===== config.mk =====
export PLATFORM = sky130hd
export DESIGN_NAME = repeat_detect
export DESIGN_NICKNAME = d
export VERILOG_FILES = /design/src/rtl/repeat_detect_pkg.sv /design/src/rtl/repeat_detect_ctrl.sv /design/src/rtl/repeat_detect_dp.sv /design/src/rtl/repeat_detect.sv
export SDC_FILE = /design/constraint.sdc
export NUM_CORES = 1
export LEC_CHECK = 0
export BUFFER_PORTS_ARGS = -buffer_cell sky130_fd_sc_hd__buf_2
export CORE_AREA = 2 2 39 41
export CTS_CLUSTER_SIZE = 20
export DETAILED_ROUTE_END_ITERATION = 8
export DIE_AREA = 0 0 41 43
export HOLD_SLACK_MARGIN = 0.12
export PLACE_DENSITY = 0.3
export SYNTH_ARGS = -nofsm -noshare
export SYNTH_HDL_FRONTEND = slang
export SYNTH_SLANG_ARGS = --single-unit

===== constraint.sdc =====
create_clock -name clk -period 2.2 [get_ports clk]
set_input_delay 0.33 -clock clk [delete_from_list [all_inputs] [get_ports clk]]
set_output_delay 0.33 -clock clk [all_outputs]
set_load 0.02 [all_outputs]

===== src/rtl/repeat_detect_pkg.sv =====
package repeat_detect_pkg;

  localparam int STATE_W = 3;

  // Bit meaning: [2] a sample has been seen, [1] flag active, [0] last A value
  localparam int SEEN_BIT  = 2;
  localparam int MATCH_BIT = 1;
  localparam int LASTA_BIT = 0;

  typedef enum logic [STATE_W-1:0] {
    ST_EMPTY  = 3'b000,
    ST_SEEN0  = 3'b100,
    ST_SEEN1  = 3'b101,
    ST_MATCH0 = 3'b110,
    ST_MATCH1 = 3'b111
  } stateE;

  typedef struct packed {
    logic               forceEmpty;
    logic [STATE_W-1:0] nextCode;
  } ctrlStrobeT;

endpackage


===== src/rtl/repeat_detect_ctrl.sv =====
module repeat_detect_ctrl
  import repeat_detect_pkg::*;
(
  input  logic               rst,
  input  logic               inA,
  input  logic               inB,
  input  logic [STATE_W-1:0] stateCode,
  output ctrlStrobeT         strobe
);

  logic lastA;
  assign lastA = stateCode[LASTA_BIT];

  always_comb begin
    strobe.forceEmpty = rst;
    strobe.nextCode   = ST_EMPTY;
    case (stateCode)
      ST_EMPTY: begin
        strobe.nextCode = inA ? ST_SEEN1 : ST_SEEN0;
      end
      ST_SEEN0, ST_SEEN1: begin
        if (inA == lastA) strobe.nextCode = inA ? ST_MATCH1 : ST_MATCH0;
        else              strobe.nextCode = inA ? ST_SEEN1  : ST_SEEN0;
      end
      ST_MATCH0, ST_MATCH1: begin
        if ((inA == lastA) || inB) strobe.nextCode = inA ? ST_MATCH1 : ST_MATCH0;
        else                       strobe.nextCode = inA ? ST_SEEN1  : ST_SEEN0;
      end
      default: begin
        strobe.nextCode = ST_EMPTY;
      end
    endcase
  end

endmodule


===== src/rtl/repeat_detect_dp.sv =====
module repeat_detect_dp
  import repeat_detect_pkg::*;
(
  input  logic               clk,
  input  ctrlStrobeT         strobe,
  output logic [STATE_W-1:0] stateQ,
  output logic               outZ
);

  always_ff @(posedge clk) begin
    if (strobe.forceEmpty) stateQ <= ST_EMPTY;
    else                   stateQ <= strobe.nextCode;
  end

  assign outZ = stateQ[SEEN_BIT] & stateQ[MATCH_BIT];

endmodule


===== src/rtl/repeat_detect.sv =====
module repeat_detect
  import repeat_detect_pkg::*;
(
  input  logic               clk,
  input  logic               rst,
  input  logic               inA,
  input  logic               inB,
  output logic               outZ,
  output logic [STATE_W-1:0] stateDbg
);

  ctrlStrobeT         strobe;
  logic [STATE_W-1:0] stateQ;

  repeat_detect_ctrl u_ctrl (
    .rst       (rst),
    .inA       (inA),
    .inB       (inB),
    .stateCode (stateQ),
    .strobe    (strobe)
  );

  repeat_detect_dp u_dp (
    .clk    (clk),
    .strobe (strobe),
    .stateQ (stateQ),
    .outZ   (outZ)
  );

  assign stateDbg = stateQ;


  reset_empty_chk: assert property (@(posedge clk) disable iff (rst)
    $past(rst) |-> (stateDbg == 3'b000 && !outZ));


  first_sample_chk: assert property (@(posedge clk) disable iff (rst)
    (stateDbg == 3'b000) |=> (stateDbg[2:1] == 2'b10 && stateDbg[0] == $past(inA)));


  repeat_sets_chk: assert property (@(posedge clk) disable iff (rst)
    (stateDbg[2] && inA == stateDbg[0]) |=> (outZ && stateDbg[0] == $past(inA)));


  hold_keeps_chk: assert property (@(posedge clk) disable iff (rst)
    (outZ && inB) |=> (outZ && stateDbg[0] == $past(inA)));


  change_drops_chk: assert property (@(posedge clk) disable iff (rst)
    (outZ && inA != stateDbg[0] && !inB) |=> (!outZ && stateDbg[2] && stateDbg[0] == $past(inA)));


  legal_code_chk: assert property (@(posedge clk) disable iff (rst)
    !(stateDbg inside {3'b001, 3'b010, 3'b011}));

endmodule


Word level (Yosys, flattened, before mapping):

Cells that the tools add are included.
Widths: inputs -> output; s select.

* add/subtract/negate cells: 0
* multiply operators: 0
* divide/modulo/power cells: 0
* $lt $le $gt $ge: 0
* equal/unequal tests: 5
* shift-type cells: 0
* muxes and demuxes: 5
* bitwise logic cells: 1
* reduce and logical (&&, ||, !) cells: 4

Operators with widths (number)
* $eq 3x3->1 const B: 4
* $pmux 3 s3: 1
* $mux 3: 2
* $reduce_or 2->1: 2
* $logic_not 3->1: 1
* $mux 1: 2
* $and 1x1->1: 1
* $eq 1x1->1: 1
* $logic_or 1x1->1: 1

* flip-flop bits (word level): 3
* bits in latches: 0
* RAM bits: 0
* ROM bits: 0
* input bits: 4
* output and inout port bits: 4
* memories kept: 0

Logic depth before layout (Yosys ltp):

Gate-level depths: netlist of run 1.

* depth after elaboration: 4
* mapped depth: 2
* mapped depth without buffers: 2

Hierarchy:

From an unflattened synthesis of run 1, not the netlist that was laid out.

* cells, all modules: 13
* area, all modules: 127.6 sq um

By module, submodules not included
* repeat_detect_dp: instances 1, cells each 7, area each 85.1 sq um, sequential area each 60.1 sq um
* repeat_detect_ctrl: instances 1, cells each 6, area each 42.5 sq um, sequential area each 0.0 sq um

Worst setup path before layout of run 1:

Ideal clock, no wire load.

* kind: register to output
* start point: register u_dp.stateQ[1]
* end point: output outZ
* arrival time: 0.719 ns
* slack: 1.151 ns
* cell stages (with the launch flop): 2
* buffers on the path: 0
* path through: dfxtp_1 -> and2_1

* word-level cells in the longest chain between the ends: 1

Ends and longest elaborated chain
* start, declared: line repeat_detect_dp.sv:6 `output logic [STATE_W-1:0] stateQ,`
* start signal, assigned: line repeat_detect_dp.sv:12 `else stateQ <= strobe.nextCode;`
* $and 1x1->1: line repeat_detect_dp.sv:15 `assign outZ = stateQ[SEEN_BIT] & stateQ[MATCH_BIT];`
* end, declared: line repeat_detect.sv:8 `output logic outZ,`

Every way passes these cells.

Final worst setup path of run 1:

* start point: register u_dp.stateQ[2]
* end point: output outZ

Same word-level chain as after synthesis.

==> reports/metrics.cfg, run 1 <==
[placed_design]
place_congestion=0.467
placedCellCount=34
place.port_buffers=7

[critical_path]
crit_arrival_ns=0.86
critPathCaptureType=primary output
max_stage_delay_ns=0.35
reg2reg_from=u_dp.stateQ[0]
slowest_stage=dfxtp_1
critical_path.startpoint_type=flop
path_buf_inv=1
r2r-end=u_dp.stateQ[0]
cp.required_ns=1.87
critPathMaxFanout=4
ff2ff_path_depth=2
crit_family=flip-flops
reg2reg_slack_ns=1.44
critical_path.cell_chain=and2_1, buf_2
timing_worst_setup_path_type=reg -> out

[routing]
ant_nets=0
avgViaCountPerCell=2.87
drc=0
dr.pass1.iters=2
vias=109
wl_um=280
wl_per_cell_um=7.37
drt_iter0_markers=1

[worst_hold_path]
min_to=u_dp.stateQ[0]
hold_path_class=in -> reg
min_from=rst
hold_path_depth=2

[sta]
layout_min_cycle_time_ns=1.19
finalSetupTns_ns=0
fin_skew_ns=0.000839
hold_violations=0
period_share_pct=54.3
max_clock_freq_mhz=837
rsz0062_at_grt=false
slew_violations=0
tightest_slew_ns=0.119
setup_viol=0
slew_headroom_pct=92.0

[clock_tree]
post_cts_buffers=0
cts_tree=done
root_buffer=clkbuf_4
cts.clk_slew.worst_paths_ns=0.03
cts_resized=0
cts_buffer_depth=2
cts_buffers=3
h-tree-depth=1
clock-sinks=3
cts_hold_buf=0
clock_latency_ns=0.23

[die]
die_area_um2=1760
core_area_um2=1380
placementRows=14
die_x_um=41
start_util_pct=8.41
boundaryPins=8
die_h_um=43

[pwr]
ir_drop_v=0.000256
p_total_uw=178
p_switching_uw=41.7
p_clk_share_pct=52.8
p_int_uw=137
swShare_pct=23.4
p_comb_share_pct=12.3
power_leakage_uw=0.0000928
power.density_nw_per_um2=902
sequentialPowerShare_pct=34.9

[global_route]
grt_max_degree=5
grt_pass1_vias=108
groute.usage.overall_pct=4.91
overflow=0
grt_pass1_wl_um=441
antenna_found_initial=0

[finish]
diodes=0
syn_to_final_growth_pct=69.9
regMostFlops=u_dp.stateQ
drive_gt1_share_pct=54.5
n_fill_cell=161
top_regs=u_dp.stateQ x3
nNetsFinal=27
largest_reg_flops=3
final_cells=38

[synth]
syn_avg_cell_area_um2=10.6
syn_inst=11
ys_ff_latch=3
synth_warnings=0
netlist_area_um2=116
ys_seq_area_share_pct=51.6
synth_cell_types=9
syn_nets=15

[run]
cap_violations=0

[status]
status=completed

==> cells in the mapped netlist <==
library cell | instances | area, um2
nand2_1 | 1 | 3.75
dfxtp_1 | 3 | 60.1
xor2_1 | 1 | 8.76
nor2_1 | 1 | 3.75
nor3b_2 | 1 | 12.5
o21ba_2 | 1 | 10.0
a21oi_1 | 1 | 5.00
and2_1 | 1 | 6.26
nand2b_1 | 1 | 6.26
==> final cells by class <==
cell class | count | area, um2 | share of cell area, %
clock buffer | 4 | 26.3 | 13.3
sequential | 3 | 60.1 | 30.4
tap | 16 | 20.0 | 10.1
timing repair buffer | 7 | 35.0 | 17.7
multi-input combinational | 8 | 56.3 | 28.5
==> worst max-delay path by stage <==
stage	start	to	slack, ns	depth (start not counted)
2_1_floorplan	u_dp.stateQ[1]	outZ	1.15	1
3_3_place_gp	u_dp.stateQ[2]	outZ	1.25	2
3_5_place_dp	u_dp.stateQ[1]	outZ	1.24	2
4_1_cts	u_dp.stateQ[1]	outZ	0.98	2
5_1_grt	u_dp.stateQ[1]	outZ	0.94	2
6_report	u_dp.stateQ[2]	outZ	1.01	2
==> cell usage in the layout (no fill, tap or decap), drive strengths merged <==
cell type	n
xor2	1
nand2	1
and2	1
nor3b	1
o21ba	1
nor2	1
dfxtp	3
buf	7
a21oi	1
clkbuf	4
nand2b	1
==> power by group through the flow <==
stage | clock network (uW) | logic [uW] | registers (uW)
after global placement | 0 | 22.0 | 62.7
after detailed placement | 0 | 22.2 | 63.0
after floorplan | 0 | 8.38 | 67.4
after global routing | 111 | 24.3 | 62.5
final | 94.1 | 22.0 | 62.2
after CTS | 101 | 22.3 | 62.2
==> through the flow <==
step                hold slack (ns)  util, %  setup WS [ns]  cell area [um2]
floorplan                     0.400        -           1.15              116
detailed placement            0.472     12.4           1.24              171
global placement              0.466     12.4           1.25              171
CTS                           0.289     14.3          0.983              198
finish                        0.301     14.3           1.01              198
global route                  0.295     14.3          0.936              198
==> per-layer routing <==
metal | up-vias | global-route usage (%) | wire length (um) | share of wire, %
li1 | 58 | - | - | -
met5 | - | 0 | 0 | 0
met1 | 41 | 4.49 | 146 | 52
met2 | 8 | 3.44 | 69 | 25
met3 | 2 | 7.85 | 57 | 20
met4 | 0 | 6.00 | 6 | 2.1
==> kinds of logic after synthesis <==
logic type	count (synthesis)	synth area share [%]
simple gates	5	28.0
flops	3	51.6
compound gates	2	12.9
xor+xnor	1	7.53
Note: power is estimated with default switching activity, not from simulation.
==> run 2, diff against run 1 <==
--- a/config.mk
+++ b/config.mk
@@ -5,6 +5,7 @@
 export SDC_FILE = /design/constraint.sdc
 export NUM_CORES = 1
 export LEC_CHECK = 0
+export ABC_AREA = 1
 export BUFFER_PORTS_ARGS = -buffer_cell sky130_fd_sc_hd__buf_2
 export CORE_AREA = 2 2 39 41
 export CTS_CLUSTER_SIZE = 20
==> constraint.sdc (replaced) <==
create_clock -name clk -period 1.02 [get_ports clk]
set_input_delay 0.153 -clock clk [delete_from_list [all_inputs] [get_ports clk]]
set_output_delay 0.153 -clock clk [all_outputs]
set_load 0.02 [all_outputs]
==> run 2 against run 1 <==
Count of clock-buffer cells in the layout unchanged. Critical path depth up 1. Clock power up 130%. Wire length up 7.1%. Cell count up 18%. Largest cell class unchanged. Sequential power up 130%. Register-to-register slack worse by 1.1 ns. Setup slack worse by 0.98 ns. Via count up 26%.
==> reports/metrics.cfg, run 2 <==
[die]
placementRows=14  ; unchanged
die_x_um=41  ; unchanged
die_h_um=43  ; unchanged
boundaryPins=8  ; unchanged
start_util_pct=8.77  ; +0.36 points
core_area_um2=1380  ; unchanged
die_area_um2=1760  ; unchanged

[synth]
synthArstFlopShare_pct=0  ; unchanged
synth_top_family_by_area=simple AND/OR/NAND/NOR gates
synth-compound-area-share_pct=7.22  ; -5.7 points
ys_ff_latch=3  ; unchanged
ys_top_cells_by_count=nand2_1, nor2_1, dfxtp_1, inv_1, a21oi_2
synthFlopType=dfxtp_1
synth_warnings=0  ; unchanged
synth-adder-area-share_pct=0  ; unchanged
synth_top_area_share_pct=49.5  ; -2.1 points
yosysMostFrequentCell=nand2_1
synth_xor_area_share_pct=0  ; -7.5 points
yosys.area.top_type=dfxtp_1
syn_nets=22  ; +7
synth-simple-area-share_pct=34.0  ; +6.1 points
synthMuxAreaShare_pct=0  ; unchanged
netlist_area_um2=121  ; +4.3%
synth_edf_count=0  ; unchanged
syn_inst=18  ; +7
synth_cell_types=5  ; -4
syn_avg_cell_area_um2=6.74  ; -36%
ys_seq_area_share_pct=49.5  ; -2.1 points
synth_area_leaders=dfxtp_1, nand2_1, nor2_1, inv_1, a21oi_2

[critical_path]
timing_worst_setup_path_type=reg -> out
reg2reg_from=u_dp.stateQ[0]
critPathMaxFanout=3  ; -1
max_stage_delay_ns=0.35  ; about the same
slowest_stage=dfxtp_1
crit_family=flip-flops
path_buf_inv=2  ; +1
critical_path.cell_chain=nand2_1, inv_1, buf_2
crit_path_start=u_dp.stateQ[2]
cp.required_ns=0.87  ; -1.00 ns
crit_arrival_ns=0.84  ; -0.02 ns
critPathCaptureType=primary output
critical_path.startpoint_type=flop

[routing]
wl_per_cell_um=6.67  ; -9.5%
avgViaCountPerCell=3.04  ; +6.1%
ant_nets=0  ; unchanged
dr.pass1.iters=4  ; +2
vias=137  ; +26%
drt_iter0_markers=5  ; +4
drc=0  ; unchanged
wl_um=300  ; +7.1%

[status]
status=completed

[finish]
post-route-util_pct=14.7  ; +0.45 points
seqCellArea_um2=61.3  ; +2.1%
regMostFlops=u_dp.stateQ
layout_common_cells=nand2_1, buf_2, nor2_1, inv_1, clkbuf_4
nNetsFinal=34  ; +26%
top_regs=u_dp.stateQ x3
diodes=0  ; unchanged
n_fill_cell=162  ; +0.62%
multiInputGateArea_um2=50.0  ; -11%
largest_reg_flops=3  ; unchanged
final_cells=45  ; +18%
syn_to_final_growth_pct=68.0
drive_gt1_share_pct=41.4  ; -13 points

[global_route]
groute.usage.overall_pct=4.82  ; -0.095 points
grt_pass1_wl_um=455  ; +3.2%
antenna_found_initial=0  ; unchanged
grt_max_degree=5  ; unchanged
overflow=0  ; unchanged
grt_pass1_vias=128  ; +19%

[run]
cap_violations=0  ; unchanged

[clock_tree]
h-tree-depth=1  ; unchanged
cts_buffers=3  ; unchanged
clock_latency_ns=0.23  ; about the same
cts.clk_slew.worst_paths_ns=0.04  ; about the same
cts_tree=done
clock-sinks=3  ; unchanged
cts_buffer_depth=2  ; unchanged
root_buffer=clkbuf_4

[sta]
setup_viol=0  ; unchanged
max_clock_freq_mhz=1010
hold_violations=0  ; unchanged
fin_skew_ns=0.00393  ; +0.00309 ns
slew_headroom_pct=92.0  ; about the same
finalSetupTns_ns=0  ; unchanged
period_share_pct=97.4
tightest_slew_ns=0.119  ; +0.0000753 ns
slew_violations=0  ; unchanged
layout_min_cycle_time_ns=0.993
rsz0062_at_grt=false

[placed_design]
place_congestion=0.601  ; +29%
place.port_buffers=7  ; unchanged
dp_hpwl_um=217
placedCellCount=41  ; +21%

[worst_hold_path]
hold_path_class=in -> reg
min_from=inA

[pwr]
power_leakage_uw=0.000119  ; +28%
ir_drop_v=0.000299  ; +17%
swShare_pct=28.4  ; +5.0 points
p_clk_share_pct=49.8  ; -3.0 points
power.density_nw_per_um2=2090  ; +130%
p_switching_uw=121  ; +190%
p_int_uw=305  ; +120%
sequentialPowerShare_pct=33.8  ; -1.1 points
p_comb_share_pct=16.4  ; +4.1 points

-- run 2: cells by family (layout without fill, tap and decap cells) --
kind of cell           count (synthesis)  after routing
AND/OR/NAND/NOR                       11             11
AO/OA/AOI/OAI                          1              1
buffers and inverters                  3             14
flip-flops                             3              3
-- run 2: path summary, 6_finish.rpt --
kind	end	slack [ns]	cells after the start
min reg2reg	u_dp.stateQ[1]	0.54	2
max reg2reg	u_dp.stateQ[0]	0.34	3
min	u_dp.stateQ[0]	0.17	3
max	outZ	0.03	3
-- run 2: tightest hold or removal path: stages --
cell and delay (ns):
buf_2 0.11, inv_1 0.06, a21oi_2 0.03
-- run 2: stage by stage --
step	power (uW)	hold WS (ns)	instance area [um2]	worst slack [ns]
floorplan	188	0.275	121	0.195
CTS	437	0.159	203	0.00384
global placement	213	0.407	176	0.272
detailed placement	214	0.406	176	0.262
global route	450	0.192	204	0.00324
finish	425	0.167	204	0.0267
-- run 2: power groups by stage --
stage	clock [uW]	sequential [uW]	combinational (uW)
after CTS	224	142	70.3
after floorplan	0	159	28.3
after global routing	228	145	77.0
after detailed placement	0	145	69.7
after global placement	0	143	69.4
final	212	144	69.9
-- run 2: per-layer routing --
layer	track usage, %	part of all wire [%]
met1	5.14	49
met5	0	0
met4	10.0	6.0
met2	3.44	28
met3	3.14	16
-- run 2: cell type report --
class | count | share of cell area, %
flip-flops and latches | 3 | 30.1
multi-input cells | 12 | 24.5
repair buffers | 7 | 17.2
clock buffers | 4 | 12.9
well taps | 16 | 9.82
inverters | 3 | 5.52
-- run 2: what timing repair did --
item,CTS,global route
endpoints found under the setup margin,0,1
setup buffers,0,0
resized for setup,0,1
hold buffers,0,0
==> run 3, diff against run 2 <==
==> constraint.sdc (replaced) <==
create_clock -name clk -period 1.02 [get_ports clk]
set_input_delay 0.051 -clock clk [delete_from_list [all_inputs] [get_ports clk]]
set_output_delay 0.051 -clock clk [all_outputs]
set_load 0.02 [all_outputs]
==> run 3 against run 2 <==
Non-clock buffer count rose by 2. Sequential power about the same. Critical path depth unchanged. Wire length is 5.3% higher. Clock skew grew 0.0016 ns. Setup slack gained 0.090 ns. Core utilization up 1.4 points. First-iteration DRC count down 40%. Sequential cell count did not move. Final area increased by 9.2%. Clock power about the same. Largest cell class unchanged.
==> reports/metrics.cfg, run 3 (same netlist as run 2, synthesis figures left out) <==
[status]
status=completed

[die]
placementRows=14  ; unchanged
die_x_um=41  ; unchanged
die_h_um=43  ; unchanged
die_area_um2=1760  ; unchanged
core_area_um2=1380  ; unchanged
start_util_pct=8.77  ; unchanged
boundaryPins=8  ; unchanged

[sta]
finalSetupTns_ns=0  ; unchanged
setup_viol=0  ; unchanged
fin_skew_ns=0.00556  ; +0.00163 ns
layout_min_cycle_time_ns=0.904  ; -0.0896 ns
slew_violations=0  ; unchanged
slew_headroom_pct=92.0  ; about the same
period_share_pct=88.6  ; -8.8 points
max_clock_freq_mhz=1110  ; +9.9%
tightest_slew_ns=0.120  ; +0.000858 ns
rsz0062_at_grt=false
hold_violations=0  ; unchanged

[clock_tree]
h-tree-depth=1  ; unchanged
cts.clk_slew.worst_paths_ns=0.04  ; about the same
cts_tree=done
clock_latency_ns=0.23  ; about the same
cts_buffer_depth=2  ; unchanged
cts_resized=0  ; unchanged
root_buffer=clkbuf_4
clock-sinks=3  ; unchanged
cts_buffers=3  ; unchanged

[pwr]
p_switching_uw=123  ; +1.5%
sequentialPowerShare_pct=33.1  ; -0.7 points
power_leakage_uw=0.000127  ; +6.7%
power.density_nw_per_um2=1940  ; -7.1%
p_clk_share_pct=49.3  ; -0.5 points
p_comb_share_pct=17.5  ; +1.1 points
swShare_pct=28.4  ; about the same
ir_drop_v=0.000383  ; +28%
p_int_uw=309  ; +1.4%

[routing]
wl_per_cell_um=6.72  ; +0.85%
vias=137  ; unchanged
ant_nets=0  ; unchanged
wl_um=316  ; +5.3%
drc=0  ; unchanged
drt_iter0_markers=3  ; -2
dr.pass1.iters=4  ; unchanged
avgViaCountPerCell=2.91  ; -4.3%

[worst_hold_path]
min_from=inB
hold_path_depth=5  ; +2
min_to=u_dp.stateQ[1]
hold_path_class=in -> reg

[placed_design]
place.port_buffers=7  ; unchanged
place_congestion=0.590  ; -1.7%
dp_hpwl_um=211  ; -2.9%

[global_route]
overflow=0  ; unchanged
groute.usage.overall_pct=5.12  ; +0.30 points
grt_pass1_vias=126  ; -1.6%
grt_pass1_wl_um=503  ; +11%
antenna_found_initial=0  ; unchanged
grt_max_degree=5  ; unchanged

[critical_path]
crit_path_start=u_dp.stateQ[2]
reg2reg_from=u_dp.stateQ[0]
critPathCaptureType=primary output
ff2ff_path_depth=3  ; unchanged
crit_arrival_ns=0.85  ; about the same
r2r-end=u_dp.stateQ[1]
timing_worst_setup_path_type=reg -> out
reg2reg_slack_ns=0.34  ; about the same
critPathMaxFanout=3  ; unchanged
critical_path.startpoint_type=flop
cp.required_ns=0.97  ; +0.10 ns

[finish]
nNetsFinal=36  ; +5.9%
post-route-util_pct=16.1  ; +1.4 points
largest_reg_flops=3  ; unchanged
n_fill_cell=163  ; +0.62%
layout_common_cells=nand2_1, buf_2, nor2_1
syn_to_final_growth_pct=83.5
drive_gt1_share_pct=35.5  ; -5.9 points
diodes=0  ; unchanged
top_regs=u_dp.stateQ x3
regMostFlops=u_dp.stateQ

[run]
cap_violations=0  ; unchanged

==> run 3: cell type report <==
| cell class | count | area (um2) | share of cell area, % |
|---|---|---|---|
| inverter | 3 | 11.3 | 5.06 |
| timing repair buffer | 9 | 55.1 | 24.7 |
| sequential | 3 | 60.1 | 27.0 |
| clock buffer | 4 | 26.3 | 11.8 |
| multi-input combinational | 12 | 50.0 | 22.5 |
| tap | 16 | 20.0 | 8.99 |
==> run 3: what timing repair did <==
item / CTS / global route
hold buffers: 2 / 0
hold endpoints to repair: 2 / 0
setup buffers: 0 / 0
==> run 3: worst max-delay path, stage by stage, from the launching register on <==
cell,delay [ns]
dfxtp_1,0.36
nand2_1,0.07
inv_1,0.05
buf_2,0.15
==> run 3: power by group through the flow <==
stage	clock (uW)	combinational [uW]	sequential, uW
after detailed placement	0	69.5	144
after global routing	238	85.5	144
after global placement	0	70.3	143
final	213	75.6	143
after floorplan	0	28.3	159
after CTS	230	75.9	142
==> run 3: worst max path at each step <==
stage                     endpoint  slack, ns  cells past startpoint
floorplan           u_dp.stateQ[1]       0.25                      3
global placement    u_dp.stateQ[1]       0.36                      4
detailed placement  u_dp.stateQ[0]       0.35                      3
CTS                           outZ       0.10                      3
global route                  outZ       0.07                      3
finish                        outZ       0.12                      3
==> run 3: metrics by stage <==
stage / std cells / instance area, um2 / setup WS, ns / total power (uW) / hold slack [ns]
6_report: 47 / 223 / 0.116 / 431 / 0.135
5_1_grt: 47 / 223 / 0.0747 / 467 / 0.154
4_1_cts: 47 / 223 / 0.104 / 448 / 0.124
3_5_place_dp: 41 / 176 / 0.346 / 214 / 0.303
3_3_place_gp: 41 / 176 / 0.357 / 214 / 0.304
2_1_floorplan: 18 / 121 / 0.248 / 188 / 0.173
==> run 3: routing by layer <==
layer / vias to the layer above / global-route usage (%) / wire [um]
met5: - / 0 / 0
met4: 0 / 8.00 / 0
met3: 0 / 3.14 / 43
met2: 8 / 4.38 / 101
met1: 51 / 6.09 / 170
li1: 78 / - / -
